--- config.mk ---
export PLATFORM = sky130hd
export DESIGN_NAME = gpio_evt_bank
export DESIGN_NICKNAME = d
export VERILOG_FILES = /design/src/rtl/gpb_pkg.sv /design/src/rtl/gpb_sync.sv /design/src/rtl/gpb_edge.sv /design/src/rtl/gpb_status.sv /design/src/rtl/gpio_evt_bank.sv
export SDC_FILE = /design/constraint.sdc
export NUM_CORES = 1
export LEC_CHECK = 0
export BUFFER_PORTS_ARGS = -buffer_cell sky130_fd_sc_hd__buf_2
export CAP_MARGIN = 20
export CORE_MARGIN = 1.5
export CORE_UTILIZATION = 53
export DETAILED_ROUTE_END_ITERATION = 12
export GPL_TIMING_DRIVEN = 0
export PLACE_DENSITY = 0.77
export SYNTH_ARGS = -nofsm -noshare
export SYNTH_HDL_FRONTEND = slang
export SYNTH_HIERARCHICAL = 1
export SYNTH_SLANG_ARGS = --single-unit
--- constraint.sdc ---
create_clock -name clk -period 1.52 [get_ports clk]
set_clock_uncertainty 0.15 [all_clocks]
set_input_delay 0.152 -clock clk [delete_from_list [all_inputs] [get_ports clk]]
set_output_delay 0.152 -clock clk [all_outputs]
set_load 0.02 [all_outputs]
--- src/rtl/gpb_pkg.sv ---
package gpb_pkg;
    localparam int WORD_W       = 32;
    localparam int EVT_PER_WORD = WORD_W - 1;
    localparam int ADR_W        = 4;

    localparam int ADR_DIR       = 0;
    localparam int ADR_DOUT      = 1;
    localparam int ADR_DIN       = 2;
    localparam int ADR_IE        = 3;
    localparam int ADR_POL       = 4;
    localparam int ADR_STAT_BASE = 5;

    typedef logic [WORD_W-1:0] word_t;

    typedef struct packed {
        word_t dir;
        word_t dout;
        word_t ie;
        word_t pol;
    } ctrl_t;
endpackage

--- src/rtl/gpb_sync.sv ---
module gpb_sync #(
    parameter int W = 32
) (
    input  logic         clk,
    input  logic         rst_n,
    input  logic [W-1:0] async_i,
    output logic [W-1:0] sync_o
);
    typedef struct packed {
        logic [W-1:0] s1;
        logic [W-1:0] s2;
    } sync_t;

    sync_t st_d, st_q;

    always_comb begin
        st_d    = st_q;
        st_d.s1 = async_i;
        st_d.s2 = st_q.s1;
    end

    always_ff @(posedge clk or negedge rst_n) begin
        if (!rst_n) st_q <= '0;
        else        st_q <= st_d;
    end

    assign sync_o = st_q.s2;

    // the second stage always carries the first stage one cycle later
    a_r3_two_stage: assert property (@(posedge clk) disable iff (!rst_n)
        1'b1 |=> (sync_o == $past(st_q.s1)));
endmodule

--- src/rtl/gpb_edge.sv ---
module gpb_edge #(
    parameter int W = 32
) (
    input  logic         clk,
    input  logic         rst_n,
    input  logic [W-1:0] sync_i,
    input  logic [W-1:0] pol_i,
    output logic [W-1:0] assert_o,
    output logic [W-1:0] deassert_o
);
    logic [W-1:0] prev_d, prev_q;
    logic [W-1:0] rise, fall;

    always_comb begin
        prev_d     = sync_i;
        rise       = sync_i & ~prev_q;
        fall       = ~sync_i & prev_q;
        assert_o   = (pol_i & rise) | (~pol_i & fall);
        deassert_o = (pol_i & fall) | (~pol_i & rise);
    end

    always_ff @(posedge clk or negedge rst_n) begin
        if (!rst_n) prev_q <= '0;
        else        prev_q <= prev_d;
    end

    // a pin never reports both event kinds in one cycle
    a_r4_one_kind: assert property (@(posedge clk) disable iff (!rst_n)
        (assert_o & deassert_o) == '0);
    // comparison sample is the synchronized level of the previous cycle
    a_r4_prev_tracks: assert property (@(posedge clk) disable iff (!rst_n)
        1'b1 |=> (prev_q == $past(sync_i)));
endmodule

--- src/rtl/gpb_status.sv ---
module gpb_status #(
    parameter int W = 32
) (
    input  logic         clk,
    input  logic         rst_n,
    input  logic [W-1:0] set_i,
    input  logic [W-1:0] clr_i,
    output logic [W-1:0] stat_o
);
    logic [W-1:0] stat_d, stat_q;

    always_comb begin
        // clear first, then set, so a same-cycle event survives the clear
        stat_d = (stat_q & ~clr_i) | set_i;
    end

    always_ff @(posedge clk or negedge rst_n) begin
        if (!rst_n) stat_q <= '0;
        else        stat_q <= stat_d;
    end

    assign stat_o = stat_q;

    // every event lands in status on the next edge, clear or not
    a_r7_set_wins: assert property (@(posedge clk) disable iff (!rst_n)
        (set_i != '0) |=> ((stat_q & $past(set_i)) == $past(set_i)));
    // without a clearing write no latched bit is lost
    a_r6_sticky: assert property (@(posedge clk) disable iff (!rst_n)
        (clr_i == '0) |=> ((stat_q & $past(stat_q)) == $past(stat_q)));
endmodule

--- src/rtl/gpio_evt_bank.sv ---
module gpio_evt_bank
    import gpb_pkg::*;
#(
    parameter int NPINS = 32
) (
    input  logic              clk,
    input  logic              rst_n,
    input  logic [ADR_W-1:0]  bus_addr,
    input  logic              bus_we,
    input  logic [WORD_W-1:0] bus_wdata,
    output logic [WORD_W-1:0] bus_rdata,
    input  logic [NPINS-1:0]  pad_in,
    output logic [NPINS-1:0]  pad_out,
    output logic [NPINS-1:0]  pad_oe,
    output logic              irq_assert,
    output logic              irq_deassert
);
    localparam int    NWORDS   = (NPINS + EVT_PER_WORD - 1) / EVT_PER_WORD;
    localparam word_t PIN_MASK = word_t'((64'd1 << NPINS) - 64'd1);
    localparam int    STAT_END = ADR_STAT_BASE + 2 * NWORDS;

    ctrl_t ctrl_d, ctrl_q;

    logic [NPINS-1:0] pin_sync;
    logic [NPINS-1:0] ev_as, ev_ds;
    logic [NPINS-1:0] clr_as, clr_ds;
    logic [NPINS-1:0] st_as, st_ds;
    word_t            as_word [NWORDS];
    word_t            ds_word [NWORDS];
    word_t            din_word;

    gpb_sync #(.W(NPINS)) u_sync (
        .clk(clk), .rst_n(rst_n), .async_i(pad_in), .sync_o(pin_sync)
    );

    gpb_edge #(.W(NPINS)) u_edge (
        .clk(clk), .rst_n(rst_n), .sync_i(pin_sync),
        .pol_i(ctrl_q.pol[NPINS-1:0]),
        .assert_o(ev_as), .deassert_o(ev_ds)
    );

    gpb_status #(.W(NPINS)) u_stat_as (
        .clk(clk), .rst_n(rst_n), .set_i(ev_as), .clr_i(clr_as), .stat_o(st_as)
    );

    gpb_status #(.W(NPINS)) u_stat_ds (
        .clk(clk), .rst_n(rst_n), .set_i(ev_ds), .clr_i(clr_ds), .stat_o(st_ds)
    );

    // control register writes
    always_comb begin
        ctrl_d = ctrl_q;
        if (bus_we) begin
            case (int'(bus_addr))
                ADR_DIR:  ctrl_d.dir  = bus_wdata & PIN_MASK;
                ADR_DOUT: ctrl_d.dout = bus_wdata & PIN_MASK;
                ADR_IE:   ctrl_d.ie   = bus_wdata & PIN_MASK;
                ADR_POL:  ctrl_d.pol  = bus_wdata & PIN_MASK;
                default:  ctrl_d = ctrl_q;
            endcase
        end
    end

    always_ff @(posedge clk or negedge rst_n) begin
        if (!rst_n) ctrl_q <= '0;
        else        ctrl_q <= ctrl_d;
    end

    // write-one-to-clear decode: pin p lives in word p/31 at bit p%31+1
    always_comb begin
        for (int p = 0; p < NPINS; p++) begin
            clr_as[p] = bus_we
                && (int'(bus_addr) == ADR_STAT_BASE + 2 * (p / EVT_PER_WORD))
                && bus_wdata[(p % EVT_PER_WORD) + 1];
            clr_ds[p] = bus_we
                && (int'(bus_addr) == ADR_STAT_BASE + 2 * (p / EVT_PER_WORD) + 1)
                && bus_wdata[(p % EVT_PER_WORD) + 1];
        end
    end

    // status words packed for readback, bit 0 held at zero
    generate
        for (genvar w = 0; w < NWORDS; w++) begin : g_word
            always_comb begin
                as_word[w] = '0;
                ds_word[w] = '0;
                for (int b = 1; b < WORD_W; b++) begin
                    if (w * EVT_PER_WORD + b - 1 < NPINS) begin
                        as_word[w][b] = st_as[w * EVT_PER_WORD + b - 1];
                        ds_word[w][b] = st_ds[w * EVT_PER_WORD + b - 1];
                    end
                end
            end
        end
    endgenerate

    always_comb begin
        din_word = (ctrl_q.dir & ctrl_q.dout)
                 | (~ctrl_q.dir & PIN_MASK & word_t'(pin_sync));
    end

    always_comb begin
        bus_rdata = '0;
        case (int'(bus_addr))
            ADR_DIR:  bus_rdata = ctrl_q.dir;
            ADR_DOUT: bus_rdata = ctrl_q.dout;
            ADR_DIN:  bus_rdata = din_word;
            ADR_IE:   bus_rdata = ctrl_q.ie;
            ADR_POL:  bus_rdata = ctrl_q.pol;
            default:  bus_rdata = '0;
        endcase
        for (int w = 0; w < NWORDS; w++) begin
            if (int'(bus_addr) == ADR_STAT_BASE + 2 * w)     bus_rdata = as_word[w];
            if (int'(bus_addr) == ADR_STAT_BASE + 2 * w + 1) bus_rdata = ds_word[w];
        end
    end

    assign pad_out      = ctrl_q.dout[NPINS-1:0];
    assign pad_oe       = ctrl_q.dir[NPINS-1:0];
    assign irq_assert   = |(st_as & ctrl_q.ie[NPINS-1:0]);
    assign irq_deassert = |(st_ds & ctrl_q.ie[NPINS-1:0]);

    // status words never show anything in bit 0
    a_r5_bit0_zero: assert property (@(posedge clk) disable iff (!rst_n)
        ((int'(bus_addr) >= ADR_STAT_BASE) && (int'(bus_addr) < STAT_END))
            |-> !bus_rdata[0]);
    // with every enable clear, both lines stay quiet whatever is latched
    a_r8_quiet_masked: assert property (@(posedge clk) disable iff (!rst_n)
        (ctrl_q.ie == '0) |-> (!irq_assert && !irq_deassert));
endmodule

==> results of run 1 <==
## synth_stat cells, drive strengths merged (32+ instances only)
master  number  share of area (%)
dfrtp      288                 52
mux2       130                 10
o21ai       32                1.1
nand3       34                1.3
or2b        49                2.6
mux2i       66                4.7
nand2       64                1.8
a21o        64                3.4
nand2b      44                2.0
buf        104                5.2
and3        33                1.5
a22oi       61                3.3
inv         64                1.7
## worst reg2reg max path, stage by stage, from the launching register on
cell and delay [ns]:
dfrtp_1 0.41, buf_6 0.14, buf_6 0.11, buf_4 0.13
mux2_1 0.29
## layout make-up
class / instances / area (um2) / share of cell area (%)
plain buffers: 96 / 858.3 / 4.579
multi-input cells: 739 / 6115 / 32.62
clock inverters: 6 / 80.08 / 0.4272
clock buffers: 47 / 955.9 / 5.100
repair buffers: 304 / 2814 / 15.01
well taps: 335 / 419.2 / 2.236
flip-flops and latches: 288 / 7258 / 38.72
diodes: 1 / 2.502 / 0.01335
inverters: 64 / 240.2 / 1.282
## state kept, by name (all words and copies together) (netlist names)
register	count
ctrl_q	64
pad_oe	32
pad_out	32
u_edge/prev_q	32
u_stat_as/stat_o	32
u_stat_ds/stat_o	32
u_sync/st_d	32
u_sync/sync_o	32
## what timing repair did
action                                  4_1_cts  5_1_grt
gates resized for setup                     264      156
hold endpoints to repair                    512        2
buffers inserted                             43       32
pin swaps                                    34       28
endpoints found under the setup margin      156      180
## power by group through the flow
stage | Sequential (W) | Clock (W) | Combinational, W
finish | 0.0101 | 0.00761 | 0.00606
global route | 0.0102 | 0.00803 | 0.00640
CTS | 0.00995 | 0.00771 | 0.00550
detailed placement | 0.0100 | 0 | 0.00433
global placement | 0.00998 | 0 | 0.00422
floorplan | 0.00957 | 0 | 0.00318
## cells by family (layout without fill, tap and decap cells)
| logic type | after synthesis | in the layout | synth area share, % |
|---|---|---|---|
| flip-flops | 288 | 288 | 51.68 |
| buffers and inverters | 190 | 517 | 7.527 |
| AND/OR/NAND/NOR | 289 | 289 | 12.23 |
| other | 0 | 1 | 0 |
| multiplexers | 196 | 196 | 15.23 |
| AO/OA/AOI/OAI | 254 | 254 | 13.33 |
## per-layer routing
layer,track usage (%),vias up,share of wire [%]
met4,11.59,4,3.8
met5,0,-,0.048
met3,6.768,132,8.6
met1,41.63,5722,39
li1,-,4860,-
met2,52.43,520,49
## through the flow
stage | utilization [%] | cells | TNS [ns] | hold slack (ns) | power, W
2_1_floorplan | - | 1217 | -1.508 | -0.2936 | 0.01275
3_5_place_dp | 59.70 | 1721 | -102.26 | -0.02831 | 0.01436
5_1_grt | 72.33 | 1879 | -24.08 | -0.02261 | 0.02461
6_report | 72.34 | 1880 | -20.60 | -0.03383 | 0.02374
4_1_cts | 70.23 | 1865 | -24.28 | -0.009847 | 0.02315
3_3_place_gp | 59.45 | 1719 | -1573.08 | 0.1092 | 0.01420
## final timing paths
path	to	slack (ns)	cells after the start
setup / recovery	irq_deassert	-0.86	4
hold / removal	u_sync/st_d[30]$_DFF_PN0_	-0.03	2
setup reg to reg	pad_oe[30]$_DFFE_PN0P_	0.18	4
hold reg to reg	u_sync/sync_o[28]$_DFF_PN0_	0.20	0
max in group asynchronous	ctrl_q[51]$_DFFE_PN0P_	0.28	3
min in group clk	pad_oe[31]$_DFFE_PN0P_	-0.03	3
==> impl_metrics.toml, run 1 <==
[status]
status = "complete, but fails checks"
violations = "hold timing, setup timing"

[run]
maxCapViolations = 0

[synth]
async_reset_ff_share_pct = 100.0
netlist_area_um2 = 13950
synth_enable_flop_cells = 0
ys_seq_area_share_pct = 51.68
synthFlopType = "dfrtp_1"
synth.distinct_cells = 42
ys_ff_latch = 288
avgSynthCellArea_um2 = 11.46
synthCells = 1217
syn-num-nets = 1288
yosysWarningCount = 6

[setup_path]
crit_buf_inv = 1
critPathMaxFanout = 3
max_stage_delay_ns = 0.58
cp_top_family = "simple AND/OR/NAND/NOR gates"
r2r-start = "pad_oe[30]$_DFFE_PN0P_"
crit_path_start = "u_stat_ds/stat_o[7]$_DFF_PN0_"
critical_path_class = "flop to output pin"
crit_chain = "a22oi_1 > nand4_1 > or4_4 > buf_6"
slowest_stage = "or4_4"
endpoint_kind = "output pin"
arrival_ns = 2.08
worst_setup_path_start_kind = "flop"
required_ns = 1.22

[sta]
whs_ns = -0.03383
drv_slew = 0
worst_pin_slew_ns = 0.6054
relSlewSlack_pct = 59.64
fmax_mhz = 420.5
worst_slack_ns = -0.8580
post-route-period-util_pct = 156.4
finalSetupViolations = 70
final_hold_viol_count = 26
min_period_ns = 2.378
rsz0062_at_grt = "yes"

[finish]
final_nets = 1595
drive_gt1_share_pct = 41.71
area_delta_synth_final_pct = 34.40
fin_area_um2 = 18740
mostFrequentLayoutCell = "dfrtp_1"
final_cell_mix = "dfrtp_1, buf_6, mux2_2, buf_2"
nFillCells = 1726

[clock_network]
path_clk_slew_ns = 0.06
cts_buffers = 31
clk_latency_ns = 0.56
clkSinkCount = 288
cts_buffer_depth = 3
cts_hold_buf = 67
cts_tree = "built"
root_buffer = "clkbuf_16"
htreeDepth = 1

[route]
drc = 0
dr.pass1.iters = 6
vias = 11238
wirelength_um = 44000
wl_per_cell_um = 23.40
drtAntennaViolNets = 0
drt-initial-drc-count = 959
via_per_inst = 5.978

[pwr]
p_clk_share_pct = 32.1
p_leak_nw = 8.103
vdd_drop_max_mv = 1.243
p_int_w = 0.01688
netSwitchingPower_w = 0.006856
seqPwrFrac_pct = 42.4
powerDensity_nw_per_um2 = 1267
pwr-share-comb_pct = 25.5
swShare_pct = 28.88

[global_routing]
first_global_vias = 11218
grt_antenna_before_repair = 3
grt_max_degree = 123
overflow = 0
grt_pass1_wl_um = 64840
grt.total_usage_pct = 31.88

[place]
place_hpwl_um = 28020
numPortBuffers = 167
gp_congestion = 0.9480
dpl_cell_area_um2 = 15470
dp_slack_ns = -0.7872

[floorplan]
dieArea_um2 = 27290
rows = 59
die_w_um = 165.2
die_h_um = 165.2
start_util_pct = 53.82
coreArea_um2 = 25910
pin_count = 169

[hold_path]
hold_path_class = "input pin to async pin"
No activity file was read; power rests on OpenSTA's default activity.
==> run 2, diff against run 1 <==
- SKIP_LAST_GASP: not set -> 1
==> impl_metrics.toml, run 2 (same netlist as run 1, synthesis figures left out) <==
[clock_network]
cts_buffers = 31
htreeDepth = 1
cts_tree = "built"
path_clk_slew_ns = 0.06
root_buffer = "clkbuf_16"
clkSinkCount = 288
clk_latency_ns = 0.56
cts_buffer_depth = 3

[finish]
final_nets = 1598
multiInputGateArea_um2 = 6121
drive_gt1_share_pct = 41.76
final_cell_mix = "dfrtp_1, buf_6, mux2_2, buf_2"
regArea_um2 = 7256
nFillCells = 1751
largest_reg_flops = 64
mostFrequentLayoutCell = "dfrtp_1"
area_delta_synth_final_pct = 33.83
largest-register = "ctrl_q"
final_util_pct = 72.03

[global_routing]
grt_max_degree = 123
overflow = 0
grt_pass1_wl_um = 64140
grt.total_usage_pct = 31.49
grt_antenna_before_repair = 3
first_global_vias = 11128

[floorplan]
die_h_um = 165.2
start_util_pct = 53.82
pin_count = 169
dieArea_um2 = 27290
coreArea_um2 = 25910
rows = 59
die_w_um = 165.2

[place]
numPortBuffers = 167
gp_congestion = 0.9480
dp_slack_ns = -0.7872
place_hpwl_um = 28020

[sta]
relSlewSlack_pct = 59.13
fmax_mhz = 416.6
drv_slew = 0
min_period_ns = 2.401
worst_slack_ns = -0.8805
finalSetupViolations = 98
final_hold_viol_count = 39
rsz0062_at_grt = "yes"
worst_pin_slew_ns = 0.6131
whs_ns = -0.02451
post-route-period-util_pct = 157.9

[route]
via_per_inst = 5.959
wl_per_cell_um = 23.17
drtAntennaViolNets = 0
wirelength_um = 43620
dr.pass1.iters = 7
drc = 0
vias = 11220
drt-initial-drc-count = 994

[run]
maxCapViolations = 0

[pwr]
p_leak_nw = 8.090
powerDensity_nw_per_um2 = 1267
vdd_drop_max_mv = 1.231

[status]
status = "complete, but fails checks"
violations = "hold timing, setup timing"

[hold_path]
hold_path_class = "input pin to async pin"

[setup_path]
critical_path_class = "flop to output pin"
critPathMaxFanout = 4
arrival_ns = 2.10
required_ns = 1.22
worst_setup_path_start_kind = "flop"
endpoint_kind = "output pin"
[run 2: changes by cell type in the layout (fill, tap and decap cells not counted), moves of 2 or more]
cell,delta
buf_4,+14
dfrtp_2,-2
buf_6,-22
dfrtp_1,+2
buf_2,+10
[run 2: final timing paths]
path	start	to	slack, ns	depth (start not counted)
worst max-delay path	ctrl_q[39]$_DFFE_PN0P_	irq_deassert	-0.88	4
worst min-delay path	rst_n	u_sync/sync_o[4]$_DFF_PN0_	-0.02	2
worst max register to register	u_sync/sync_o[0]$_DFF_PN0_	u_stat_ds/stat_o[0]$_DFF_PN0_	0.25	4
worst min register to register	u_sync/st_d[28]$_DFF_PN0_	u_sync/sync_o[28]$_DFF_PN0_	0.20	0
max in group asynchronous	rst_n	u_stat_ds/stat_o[21]$_DFF_PN0_	0.27	3
min in group clk	pad_in[12]	u_sync/st_d[12]$_DFF_PN0_	0.07	2
[run 2: repair_timing]
| action | in CTS | in global routing |
|---|---|---|
| pin swaps | 33 | 32 |
| hold buffers | 67 | 0 |
| setup buffers | 43 | 38 |
| gates resized for setup | 200 | 180 |
| hold endpoints to repair | 512 | 0 |
| setup endpoints to repair | 156 | 179 |
[run 2: per-stage QoR]
| stage | cell area (um2) | std cells | hold WS [ns] | setup TNS (ns) | power (W) |
|---|---|---|---|---|---|
| 4_1_cts | 17980 | 1865 | -0.009847 | -24.95 | 0.02287 |
| 3_5_place_dp | 15470 | 1721 | -0.02831 | -102.26 | 0.01436 |
| 6_report | 18660 | 1883 | -0.02451 | -21.89 | 0.02365 |
| 3_3_place_gp | 15400 | 1719 | 0.1092 | -1573.08 | 0.01420 |
| 2_1_floorplan | 14150 | 1217 | -0.2936 | -1.508 | 0.01275 |
| 5_1_grt | 18660 | 1882 | 0.02353 | -25.52 | 0.02450 |
[run 2: layer usage]
layer / wire length (um) / up-vias / share of wire (%) / GRT usage, %
met2: 20930 / 569 / 48 / 52.24
met1: 17140 / 5664 / 39 / 40.77
met3: 4054 / 107 / 9.3 / 6.868
li1: - / 4876 / - / -
met4: 1476 / 4 / 3.4 / 10.97
met5: 27 / - / 0.062 / 0
[run 2: cell type report]
cell class	count	area share (%)
multi-input combinational	739	32.79
inverter	64	1.287
antenna	1	0.01341
clock buffer	47	5.122
sequential	288	38.88
buffer	93	4.270
clock inverter	6	0.4290
timing repair buffer	310	14.96
tap	335	2.246
[run 2: power breakdown]
| part | internal, W | switching (W) | leakage, nW |
|---|---|---|---|
| Sequential | 0.00872 | 0.00133 | 3.23 |
| Clock | 0.00461 | 0.00302 | 0.517 |
| Combinational | 0.00347 | 0.00250 | 4.34 |
[run 2: critical path, stage by stage (launching register included)]
cell and delay (ns):
dfrtp_2 0.46, a22oi_1 0.19, nand4_1 0.14, or4_4 0.59, buf_6 0.15
